<file path="config.mk">
export PLATFORM = sky130hd
export DESIGN_NAME = fp_operr_unit
export DESIGN_NICKNAME = d
export VERILOG_FILES = /design/src/rtl/fpoe_pkg.sv /design/src/rtl/fpoe_classify.sv /design/src/rtl/fpoe_rules.sv /design/src/rtl/fp_operr_unit.sv
export SDC_FILE = /design/constraint.sdc
export NUM_CORES = 1
export LEC_CHECK = 0
export BUFFER_PORTS_ARGS = -buffer_cell sky130_fd_sc_hd__buf_2
export CAP_MARGIN = 20
export CORE_AREA = 2 2 98 100
export DETAILED_ROUTE_END_ITERATION = 10
export DIE_AREA = 0 0 100 102
export PLACE_DENSITY = 0.53
export SLEW_MARGIN = 20
export SYNTH_ARGS = -nofsm -noshare
export SYNTH_HDL_FRONTEND = slang
export SYNTH_HIERARCHICAL = 1
export SYNTH_SLANG_ARGS = --single-unit
</file>
<file path="constraint.sdc">
create_clock -name clk -period 2.9 [get_ports clk]
set_input_delay 0.145 -clock clk [delete_from_list [all_inputs] [get_ports clk]]
set_output_delay 0.145 -clock clk [all_outputs]
set_load 0.02 [all_outputs]
</file>
<file path="src/rtl/fpoe_pkg.sv">
package fpoe_pkg;
  typedef enum logic [3:0] {
    OP_ADD   = 4'd0,
    OP_SUB   = 4'd1,
    OP_MUL   = 4'd2,
    OP_DIV   = 4'd3,
    OP_SQRT  = 4'd4,
    OP_TOINT = 4'd5,
    OP_ACOS  = 4'd6,
    OP_ASIN  = 4'd7,
    OP_ATANH = 4'd8
  } fpoe_op_e;

  typedef struct packed {
    logic zero;
    logic inf;
    logic nan;
    logic qnan;
    logic neg;
    logic gt_one;
  } fpoe_class_t;
endpackage

</file>
<file path="src/rtl/fpoe_classify.sv">
module fpoe_classify #(
  parameter int EXP_W = 15,
  parameter int MAN_W = 64
) (
  input  logic [EXP_W+MAN_W:0]  value,
  output fpoe_pkg::fpoe_class_t cls
);
  localparam int FP_W = 1 + EXP_W + MAN_W;
  localparam logic [EXP_W-1:0] EXP_MAX = {EXP_W{1'b1}};
  localparam logic [EXP_W-1:0] BIAS    = {1'b0, {(EXP_W-1){1'b1}}};
  localparam logic [MAN_W-1:0] ONE_MAN = {1'b1, {(MAN_W-1){1'b0}}};

  logic             sgn;
  logic [EXP_W-1:0] expo;
  logic [MAN_W-1:0] man;
  logic             frac_zero;

  always_comb begin
    sgn       = value[FP_W-1];
    expo      = value[FP_W-2 -: EXP_W];
    man       = value[MAN_W-1:0];
    frac_zero = (man[MAN_W-2:0] == '0);
    cls.zero  = (expo == '0) && (man == '0);
    cls.inf   = (expo == EXP_MAX) && frac_zero;
    cls.nan   = (expo == EXP_MAX) && !frac_zero;
    cls.qnan  = cls.nan && man[MAN_W-2];
    cls.neg   = sgn;
    cls.gt_one = !cls.nan &&
                 ((expo > BIAS) || ((expo == BIAS) && (man > ONE_MAN)));
  end
endmodule

</file>
<file path="src/rtl/fpoe_rules.sv">
module fpoe_rules (
  input  logic [3:0]            op,
  input  fpoe_pkg::fpoe_class_t ca,
  input  fpoe_pkg::fpoe_class_t cb,
  output logic                  err,
  output logic                  no_subst
);
  import fpoe_pkg::*;

  logic both_inf;

  always_comb begin
    both_inf = ca.inf && cb.inf;
    no_subst = 1'b0;
    err      = 1'b0;
    case (op)
      OP_ADD:   err = both_inf && (ca.neg != cb.neg);
      OP_SUB:   err = both_inf && (ca.neg == cb.neg);
      OP_MUL:   err = (ca.zero && cb.inf) || (ca.inf && cb.zero);
      OP_DIV:   err = (ca.zero && cb.zero) || both_inf;
      OP_SQRT:  err = cb.inf || (cb.neg && !cb.zero && !cb.nan);
      OP_TOINT: begin
        err      = cb.qnan || (cb.inf && !cb.neg);
        no_subst = 1'b1;
      end
      OP_ACOS, OP_ASIN: err = cb.inf || cb.gt_one;
      OP_ATANH: err = cb.gt_one;
      default:  err = 1'b0;
    endcase
  end
endmodule

</file>
<file path="src/rtl/fp_operr_unit.sv">
module fp_operr_unit #(
  parameter int EXP_W = 15,
  parameter int MAN_W = 64,
  parameter int OP_W  = 4,
  parameter int NOPND = 2
) (
  input  logic                   clk,
  input  logic                   rst,
  input  logic                   in_valid,
  input  logic [OP_W-1:0]        op,
  input  logic [EXP_W+MAN_W:0]   opnd_a,
  input  logic [EXP_W+MAN_W:0]   opnd_b,
  input  logic                   exc_en,
  input  logic                   status_clr,
  output logic                   out_valid,
  output logic                   operr_flag,
  output logic                   exc_req,
  output logic                   nan_valid,
  output logic [EXP_W+MAN_W:0]   nan_result,
  output logic                   status_operr
);
  import fpoe_pkg::*;

  localparam int FP_W = 1 + EXP_W + MAN_W;
  localparam logic [FP_W-1:0] DEF_NAN = {1'b0, {EXP_W{1'b1}}, {MAN_W{1'b1}}};

  logic [FP_W-1:0] opnd [NOPND];
  fpoe_class_t     cls  [NOPND];
  logic            err_c;
  logic            no_subst_c;
  logic            hit;

  assign opnd[0] = opnd_a;
  assign opnd[1] = opnd_b;

  for (genvar g = 0; g < NOPND; g++) begin : g_cls
    fpoe_classify #(.EXP_W(EXP_W), .MAN_W(MAN_W)) u_cls (
      .value (opnd[g]),
      .cls   (cls[g])
    );
  end

  fpoe_rules u_rules (
    .op       (op[3:0]),
    .ca       (cls[0]),
    .cb       (cls[1]),
    .err      (err_c),
    .no_subst (no_subst_c)
  );

  assign hit = in_valid && err_c;

  always_ff @(posedge clk) begin
    if (rst) begin
      out_valid    <= 1'b0;
      operr_flag   <= 1'b0;
      exc_req      <= 1'b0;
      nan_valid    <= 1'b0;
      nan_result   <= '0;
      status_operr <= 1'b0;
    end else begin
      out_valid    <= in_valid;
      operr_flag   <= hit;
      exc_req      <= hit && exc_en;
      nan_valid    <= hit && !exc_en && !no_subst_c;
      nan_result   <= (hit && !exc_en && !no_subst_c) ? DEF_NAN : '0;
      status_operr <= (status_operr && !status_clr) || hit;
    end
  end
endmodule

</file>
After elaboration in Yosys (flattened, before gate mapping)
Index checks and enable logic that the tools add are counted.

Register bits: 85. Word-level logic and storage cells: 68.

Muxes and demuxes: 3. $lt $le $gt $ge: 2. Reduce and logical (&&, ||, !) cells: 44. Equality and inequality tests: 13.

Operator list (count): $logic_not A64 Y1 (2); $logic_not A63 Y1 (2); $mux W79 (1); $gt A64 B64 Y1 const B (1); $eq A15 B15 Y1 const B (2); $logic_not A15 Y1 (2); $logic_and A1 B1 Y1 (22); $eq A4 B3 Y1 const B (4); $eq A15 B14 Y1 const B (1); $gt A15 B14 Y1 const B (1); $eq A4 B2 Y1 const B (2); $pmux W1 S8 (1); $logic_not A1 Y1 (7); $logic_or A1 B1 Y1 (7); $eq A4 B1 Y1 const B (1); $eq A4 B4 Y1 const B (1); $logic_not A4 Y1 (1); $reduce_or A2 Y1 (1); $eq A1 B1 Y1 (1); $mux W1 (1); $ne A1 B1 Y1 (1).

Depth between registers and ports, before layout
Gate-level depths: netlist (run 1).

Depth in word-level cells: 11. Gate-level depth with buffers: 11. Mapped depth without buffers: 11.

Cells and area by module
The synthesis (run 1) kept the hierarchy.

Modules (own cells, without submodules): fp_operr_unit (sequential area each 100.1 µm², instances 1, area an instance 754.5 µm², cells an instance 93); fpoe_classify (sequential area each 0.0 µm², instances 2, area an instance 254.0 µm², cells an instance 40); fpoe_rules (sequential area each 0.0 µm², instances 1, area an instance 142.6 µm², cells an instance 21).

Least setup slack after synthesis (run 1)
No wires, ideal clock.

Path kind: in2reg. Start: input opnd_b[53]. End: register status_operr. Arrival time: 2.219 ns. Setup slack: 0.558 ns. Library setup time: 0.123 ns. Stages: 11. Path through: nor4_1 > nand4_1 > or4_4 > nand3_1 > o21bai_1 > or3b_1 > o311ai_1 > a21oi_1 > a211o_1 > nand2_1 > a21oi_1.

RTL lines: from (decl) (RTL line fp_operr_unit.sv:12) `input logic [EXP_W+MAN_W:0] opnd_b,`; to (signal assigned) (RTL line fp_operr_unit.sv:67) `status_operr <= (status_operr && !status_clr) || hit;`; to (decl) (RTL line fp_operr_unit.sv:20) `output logic status_operr`.

==> results summary, run 1 <==
After clock tree synthesis, the setup repair step added 0 buffers. The sequential standard cell area is 101 um^2. The overall die area is 0.0102 mm^2. Once the floorplan was initialized, standard cells occupied 15.0% of the core. Summed over all cells, the static leakage comes to 1.31 nW. The count of fill cells added during filler insertion came out at 1039.

The hold buffer count at CTS is 0. The sum of net half-perimeters after detailed placement came out at 5560 um. The post-synthesis instance total is 189. The clock reaches the later pin of the worst-skew pair after 0.22 ns. Of all nets on the critical path, the largest fanout is 5.

Between clock sinks in the finished design, the worst skew comes to 0 ns. The slowest stage of the critical path is the or4_4 cell. The number of global-route vias before repair is 1641.

The count of TritonRoute iterations in the first routing pass is 4. The routed layout has 1971 vias. The final standard cell utilization of the core is 24.1%. For this run, the top clock speed supported by timing is 0.405 GHz. The top-level port count is 254. The sum of overflow across all layers after global routing is 0. The number of resized instances in the post-cts repair step is 0. The number of input and output port buffers inserted is 252. The via-per-instance ratio came out at 4.16. In the routed design, unresolved DRC markers number 0. STA classifies the critical path endpoint as a register. The final net count came out at 533. The number of clock buffers added by TritonCTS is 3. The worst-margin pin slew is 0.873 ns.

The global-route total usage across every layer is 9.90%. The worst slew margin relative to its limit is 41.8%. The setup slack of the most critical reg-to-reg path is 2.33 ns. The vertical extent of the die came out at 102 um. Compared with the post-synthesis result, the final layout area differs by 60.9%. The minimum setup slack after placement is 0.231 ns.

Traced cell by cell, the critical path runs through buf_2 > nor4_1 > nand4_1 > or4_4 > nand3_1 > o21bai_1 > or3b_1 > o311ai_1 > a21oi_1 > a211o_1 > nand2_1 > a21oi_1. The core outline area is 0.00911 mm^2. The cell-internal power is 0.273 mW.

The horizontal die dimension came out at 100 um. The cell sitting at the root of the clock tree is a clkbuf_8. The worst setup path is launched from an input port.

In the finished design, the share of the clock period the worst path needs comes to 85.1%. After floorplanning, the core was divided into 35 placement rows. The post-synthesis instance area is 0.00137 mm^2. The switching power came out at 0.127 mW.

The cell with the most instances on the worst path is a21oi_1. The global-route wire length before repair is 7750 um. The ratio of cells with drive above 1 in the final layout came out at 71.9%.

After clock tree synthesis, the clock-pin slew on the worst setup and hold paths is 0.03 ns. For the finished layout, the period the worst path requires is 2.47 ns. IR analysis of the VDD net gives a maximum drop of 0.0000700 V. The post-route worst setup slack came out at 0.433 ns. The endpoint arrival time on the critical path is 2.57 ns. The data required time of the worst path is 3.00 ns. The power after layout is 0.400 mW. The total count of hold-check failures in the final report is 0. The number of DRC markers after the initial detailed-route iteration came out at 55.

The largest single stage delay on the critical path is 0.59 ns. The maximum buffer depth of the clock tree is 2. Entering global routing, the biggest net connects 81 pins. The max-cap violation count came out at 0. The number of inserted diodes came out at 0. The number of sinks handled by clock tree synthesis is 5.

The remaining antenna violation count came out at 0. Combinational logic burns 49.0% of the power. The TritonCTS clock tree is built.

The max-slew violation count is 0. The final hold slack is 0.139 ns. The count of final setup violators is 0.

The portion of total power attributed to the clock network came out at 32.3%. The sequential group share of total power is 18.6%. When the netlist entered floorplanning its net count stood at 358. The initial antenna violation count is 1. The area of combinational cells with multiple inputs came out at 649 um^2. The min-delay analysis places its worst path in the category in -> reg. The count of yosys warnings during synthesis is 6. The type of the setup path with the least slack is in -> reg. Setup repair after global routing left no endpoint under its margin.

In the final timing run, aggregate negative setup slack is 0 ns. The mean post-synth cell area is 7.22 um^2. The average wire per standard cell came out at 12.4 um. The maximum level of the CTS H-tree came out at 1. The power density normalized to cell area is 182 mW/mm^2. The total routed wirelength is 5890 um. The final weighted congestion of routability-driven global placement is 0.826. The switching part of the total power came out at 31.8%. The run finished with clean final reports.
==> cells in the final DEF (no fill, tap or decap), drive strengths merged, types with 2 or more instances in the layout <==
cell type	instances
o21bai	2
nor2	7
nand4	16
nor3	2
nand2	8
buf	252
nor3b	2
nor2b	3
nand2b	3
nor4	41
clkbuf	4
dfxtp	5
a21oi	2
or4	2
==> critical path: cells and delay by family <==
| family | cells | cell delay, ns |
|---|---|---|
| AOI/OAI and AO/OA | 5 | 0.64 |
| and+or+nand+nor | 6 | 1.68 |
| buffers and inverters | 1 | 0.10 |
==> layout make-up <==
cell class / instances / area share (%)
Clock buffer: 4 / 2.05
Timing Repair Buffer: 252 / 57.4
Tap cell: 111 / 6.32
Multi-Input combinational cell: 102 / 29.6
Sequential cell: 5 / 4.62
==> worst paths after layout <==
check | start | endpoint | cells after the start
min reg2reg | status_operr$_SDFF_PP0_ | status_operr$_SDFF_PP0_ | 2
max reg2reg | status_operr$_SDFF_PP0_ | status_operr$_SDFF_PP0_ | 2
max | opnd_b[1] | status_operr$_SDFF_PP0_ | 12
min | exc_en | nan_result[77]$_SDFF_PP0_ | 2
==> per-layer routing <==
metal	global-route usage (%)	part of all wire, %	vias up
met5	0	0.22	-
met4	3.06	1.2	2
met3	1.78	8.9	6
met2	19.2	55	153
met1	11.0	35	828
li1	-	-	982
==> flip-flops by register name, summed over array words and instances (netlist names) <==
name,count
operr_flag,1
out_valid,1
nan_result,1
status_operr,1
exc_req,1
==> power by group through the flow <==
stage	logic, mW	clock network [mW]	registers, mW
3_3_place_gp	0.195	0	0.0757
3_5_place_dp	0.196	0	0.0759
5_1_grt	0.215	0.141	0.0755
4_1_cts	0.197	0.135	0.0749
2_1_floorplan	0.0748	0	0.0786
6_report	0.196	0.129	0.0746
==> metrics by stage <==
stage	instances	area (um^2)
floorplan	189	1370
global placement	470	2150
detailed placement	470	2150
CTS	474	2200
global route	474	2200
finish	474	2200
Note: power is estimated with default switching activity, not from simulation.
==> run 2: changes to the inputs <==
--- a/config.mk
+++ b/config.mk
@@ -5,13 +5,13 @@
 export SDC_FILE = /design/constraint.sdc
 export NUM_CORES = 1
 export LEC_CHECK = 0
+export ABC_AREA = 1
 export BUFFER_PORTS_ARGS = -buffer_cell sky130_fd_sc_hd__buf_2
 export CAP_MARGIN = 20
 export CORE_AREA = 2 2 98 100
 export DETAILED_ROUTE_END_ITERATION = 10
 export DIE_AREA = 0 0 100 102
-export PLACE_DENSITY = 0.53
-export SLEW_MARGIN = 20
+export PLACE_DENSITY = 0.58
 export SYNTH_ARGS = -nofsm -noshare
 export SYNTH_HDL_FRONTEND = slang
 export SYNTH_HIERARCHICAL = 1
==> run 2 against run 1 <==
Sequential power down 2%. Worst setup slack better by 0.86 ns. Clock power down 3%. Synthesized cell count up 75%. Die area unchanged. Final cell count up 30%. Synthesized area up 28%. Sequential share of layout area down 0.69 points.
==> results summary, run 2 <==
The initial cell density of the core came out at 19.2% (was 15.0%). The count of yosys warnings during synthesis is 6 (unchanged). The post-synthesis instance area came to 0.00175 mm^2 (was 0.00137 mm^2).

The total routed wirelength is 5880 um (was 5890 um). The maximum clock frequency came to 0.622 GHz (was 0.405 GHz). The max-slew violation count is 0 (unchanged). The post-route clock skew came out at 0 ns (unchanged). The class of the tightest hold or removal check is in -> reg (unchanged). The count of final setup violators is 0 (unchanged). The sequential group share of total power is 17.9% (was 18.6%).

The maximum buffer depth of the clock tree came to 2 (unchanged). The number of resized instances in the post-cts repair step came to 0 (unchanged). The TritonCTS clock tree is built (unchanged).

The top-level port count is 254 (unchanged). The final period demand of the worst path came to 1.61 ns (was 2.47 ns). The switching part of the total power came out at 32.5% (was 31.8%).

The clock transition at the registers of the reported paths was 0.03 ns (about the same). Outcome: finished, final reports clean (unchanged). The cell-internal power is 0.277 mW (was 0.273 mW). The vertical extent of the die came out at 102 um (unchanged). The mean post-synth cell area is 5.29 um^2 (was 7.22 um^2). The power density normalized to cell area came out at 159 mW/mm^2 (was 182 mW/mm^2).

The final weighted congestion of routability-driven global placement was 0.940 (was 0.826). The number of design rule violations left after detail routing is 0 (unchanged). The count of TritonRoute iterations in the first routing pass is 5 (was 4). The number of input and output port buffers inserted came out at 252 (unchanged). The net count of the mapped netlist came out at 500 (was 358). The via count was 2435 (was 1971). The ratio of cells with drive above 1 in the final layout came out at 55.2% (was 71.9%). The type of the setup path with the least slack is in -> reg (unchanged).

The data required time of the worst path came out at 3.05 ns (was 3.00 ns). The total count of hold-check failures in the final report came out at 0 (unchanged). The clock buffer count from CTS is 3 (unchanged). The kind of capture point of the worst setup path is a register (unchanged). The hold buffer count at CTS is 0 (unchanged). RSZ-0062 raised after global routing: no (unchanged). The portion of the clock cycle consumed by the worst path in the final layout is 55.4% (was 85.1%). The layout overhead on the synthesized area is 47.6% (was 60.9%).

The post-CTS setup-driven buffer insertion count came out at 0 (unchanged). The average wire per standard cell came out at 9.53 um (was 12.4 um). The number of placed instances with taps included came to 612 (was 470).

The worst slew margin relative to its limit is 44.1% (was 41.8%). The maximum number of pins on one net before global-route repair came out at 81 (unchanged). The overall die area came to 0.0102 mm^2 (unchanged). The initial antenna violation count is 1 (unchanged). The post-layout instance count excluding filler cells came out at 617 (was 474). The global-route total usage across every layer came out at 10.9% (was 9.90%). The worst-margin pin slew came out at 0.839 ns (was 0.873 ns). The number of sinks handled by clock tree synthesis came out at 5 (unchanged).

The maximum level of the CTS H-tree is 1 (unchanged). The insertion delay of the later-clocked pin in the worst-skew pair is 0.22 ns (about the same). The via-per-instance ratio came to 3.95 (was 4.16). The horizontal die dimension came out at 100 um (unchanged). Top library cells by usage in the layout, fill and taps aside: buf_2 (252), nor2_1 (101), nand2_1 (78) (was buf_2 (252), nor4_1 (40), nand4_1 (16)).

The total negative slack came out at 0 ns (unchanged). The post-synthesis instance total was 331 (was 189). The number of DRC markers after the initial detailed-route iteration is 42 (was 55). The global-route wire length before repair came to 8960 um (was 7750 um). The total number of placement rows is 35 (unchanged). The number of global-route vias before repair is 2179 (was 1641). The final net count came out at 675 (was 533). The sum of overflow across all layers after global routing was 0 (unchanged).

The max-cap violation count came out at 0 (unchanged). The maximum fanout count along the critical path came out at 4 (was 5). The worst supply voltage drop on vdd is 0.0000850 V (was 0.0000700 V). The remaining antenna violation count is 0 (unchanged). The startpoint type of the worst setup path is an input port (unchanged).

The most common cell after layout, fill and taps aside is buf_2 (unchanged). The cell chosen for the clock root is clkbuf_8 (unchanged). The logic gate share of total power came out at 51.6% (was 49.0%). The core outline area came out at 0.00911 mm^2 (unchanged).

The endpoint arrival time on the critical path came out at 1.75 ns (was 2.57 ns). The switching power was 0.133 mW (was 0.127 mW). The portion of total power attributed to the clock network is 30.6% (was 32.3%). The sum of net half-perimeters after detailed placement is 5460 um (was 5560 um).

The leakage component of the power came to 1.62 nW (was 1.31 nW).
## run 2: stage by stage
stage	util, %	setup slack [ns]	hold WS (ns)	total power, mW	cell area (um^2)
floorplan	-	0.726	0.216	0.165	1750
global placement	27.9	1.11	0.332	0.283	2540
detailed placement	27.9	1.07	0.333	0.287	2540
CTS	28.4	1.29	0.107	0.415	2580
global route	28.4	1.04	0.107	0.448	2580
finish	28.4	1.29	0.109	0.410	2580
## run 2: worst max-delay path: stages
cell	delay, ns
buf_2	0.09
nor2_1	0.11
nand2_1	0.07
nor2_2	0.14
nand2_1	0.08
nor2_2	0.12
nand2_2	0.08
nor2_1	0.23
nand2_1	0.13
nand2_1	0.10
nand3b_1	0.07
nand2_1	0.06
nor2_1	0.04
nand2_1	0.08
nand3_2	0.11
nor2_1	0.11
## run 2: layout make-up
| cell class | count | area, um^2 |
|---|---|---|
| clock buffers | 4 | 45.0 |
| well taps | 111 | 139 |
| flip-flops and latches | 5 | 101 |
| multi-input cells | 224 | 961 |
| inverters | 20 | 75.1 |
| repair buffers | 252 | 1260 |
| diodes | 1 | 2.50 |
| fillers | 1043 | 6520 |
## run 2: final timing paths
path	start	end	slack, ns	depth (start not counted)
max	opnd_b[53]	nan_result[77]$_SDFF_PP0_	1.29	16
min	rst	out_valid$_SDFF_PP0_	0.11	2
max reg2reg	status_operr$_SDFF_PP0_	status_operr$_SDFF_PP0_	2.37	2
min reg2reg	status_operr$_SDFF_PP0_	status_operr$_SDFF_PP0_	0.47	2
## run 2: layer usage
layer | share of wire [%] | track usage (%) | vias up
li1 | - | - | 1276
met1 | 34 | 9.96 | 983
met2 | 54 | 22.5 | 168
met3 | 11 | 2.60 | 8
met4 | 1.2 | 5.06 | 0
met5 | 0 | 0 | -
## run 2: power groups by stage
stage                     Sequential [mW]  Clock, mW  Combinational, mW
after floorplan                    0.0768          0             0.0880
after global placement             0.0743          0              0.209
after detailed placement           0.0745          0              0.213
after CTS                          0.0735      0.129              0.213
after global routing               0.0740      0.135              0.239
final                              0.0733      0.125              0.212
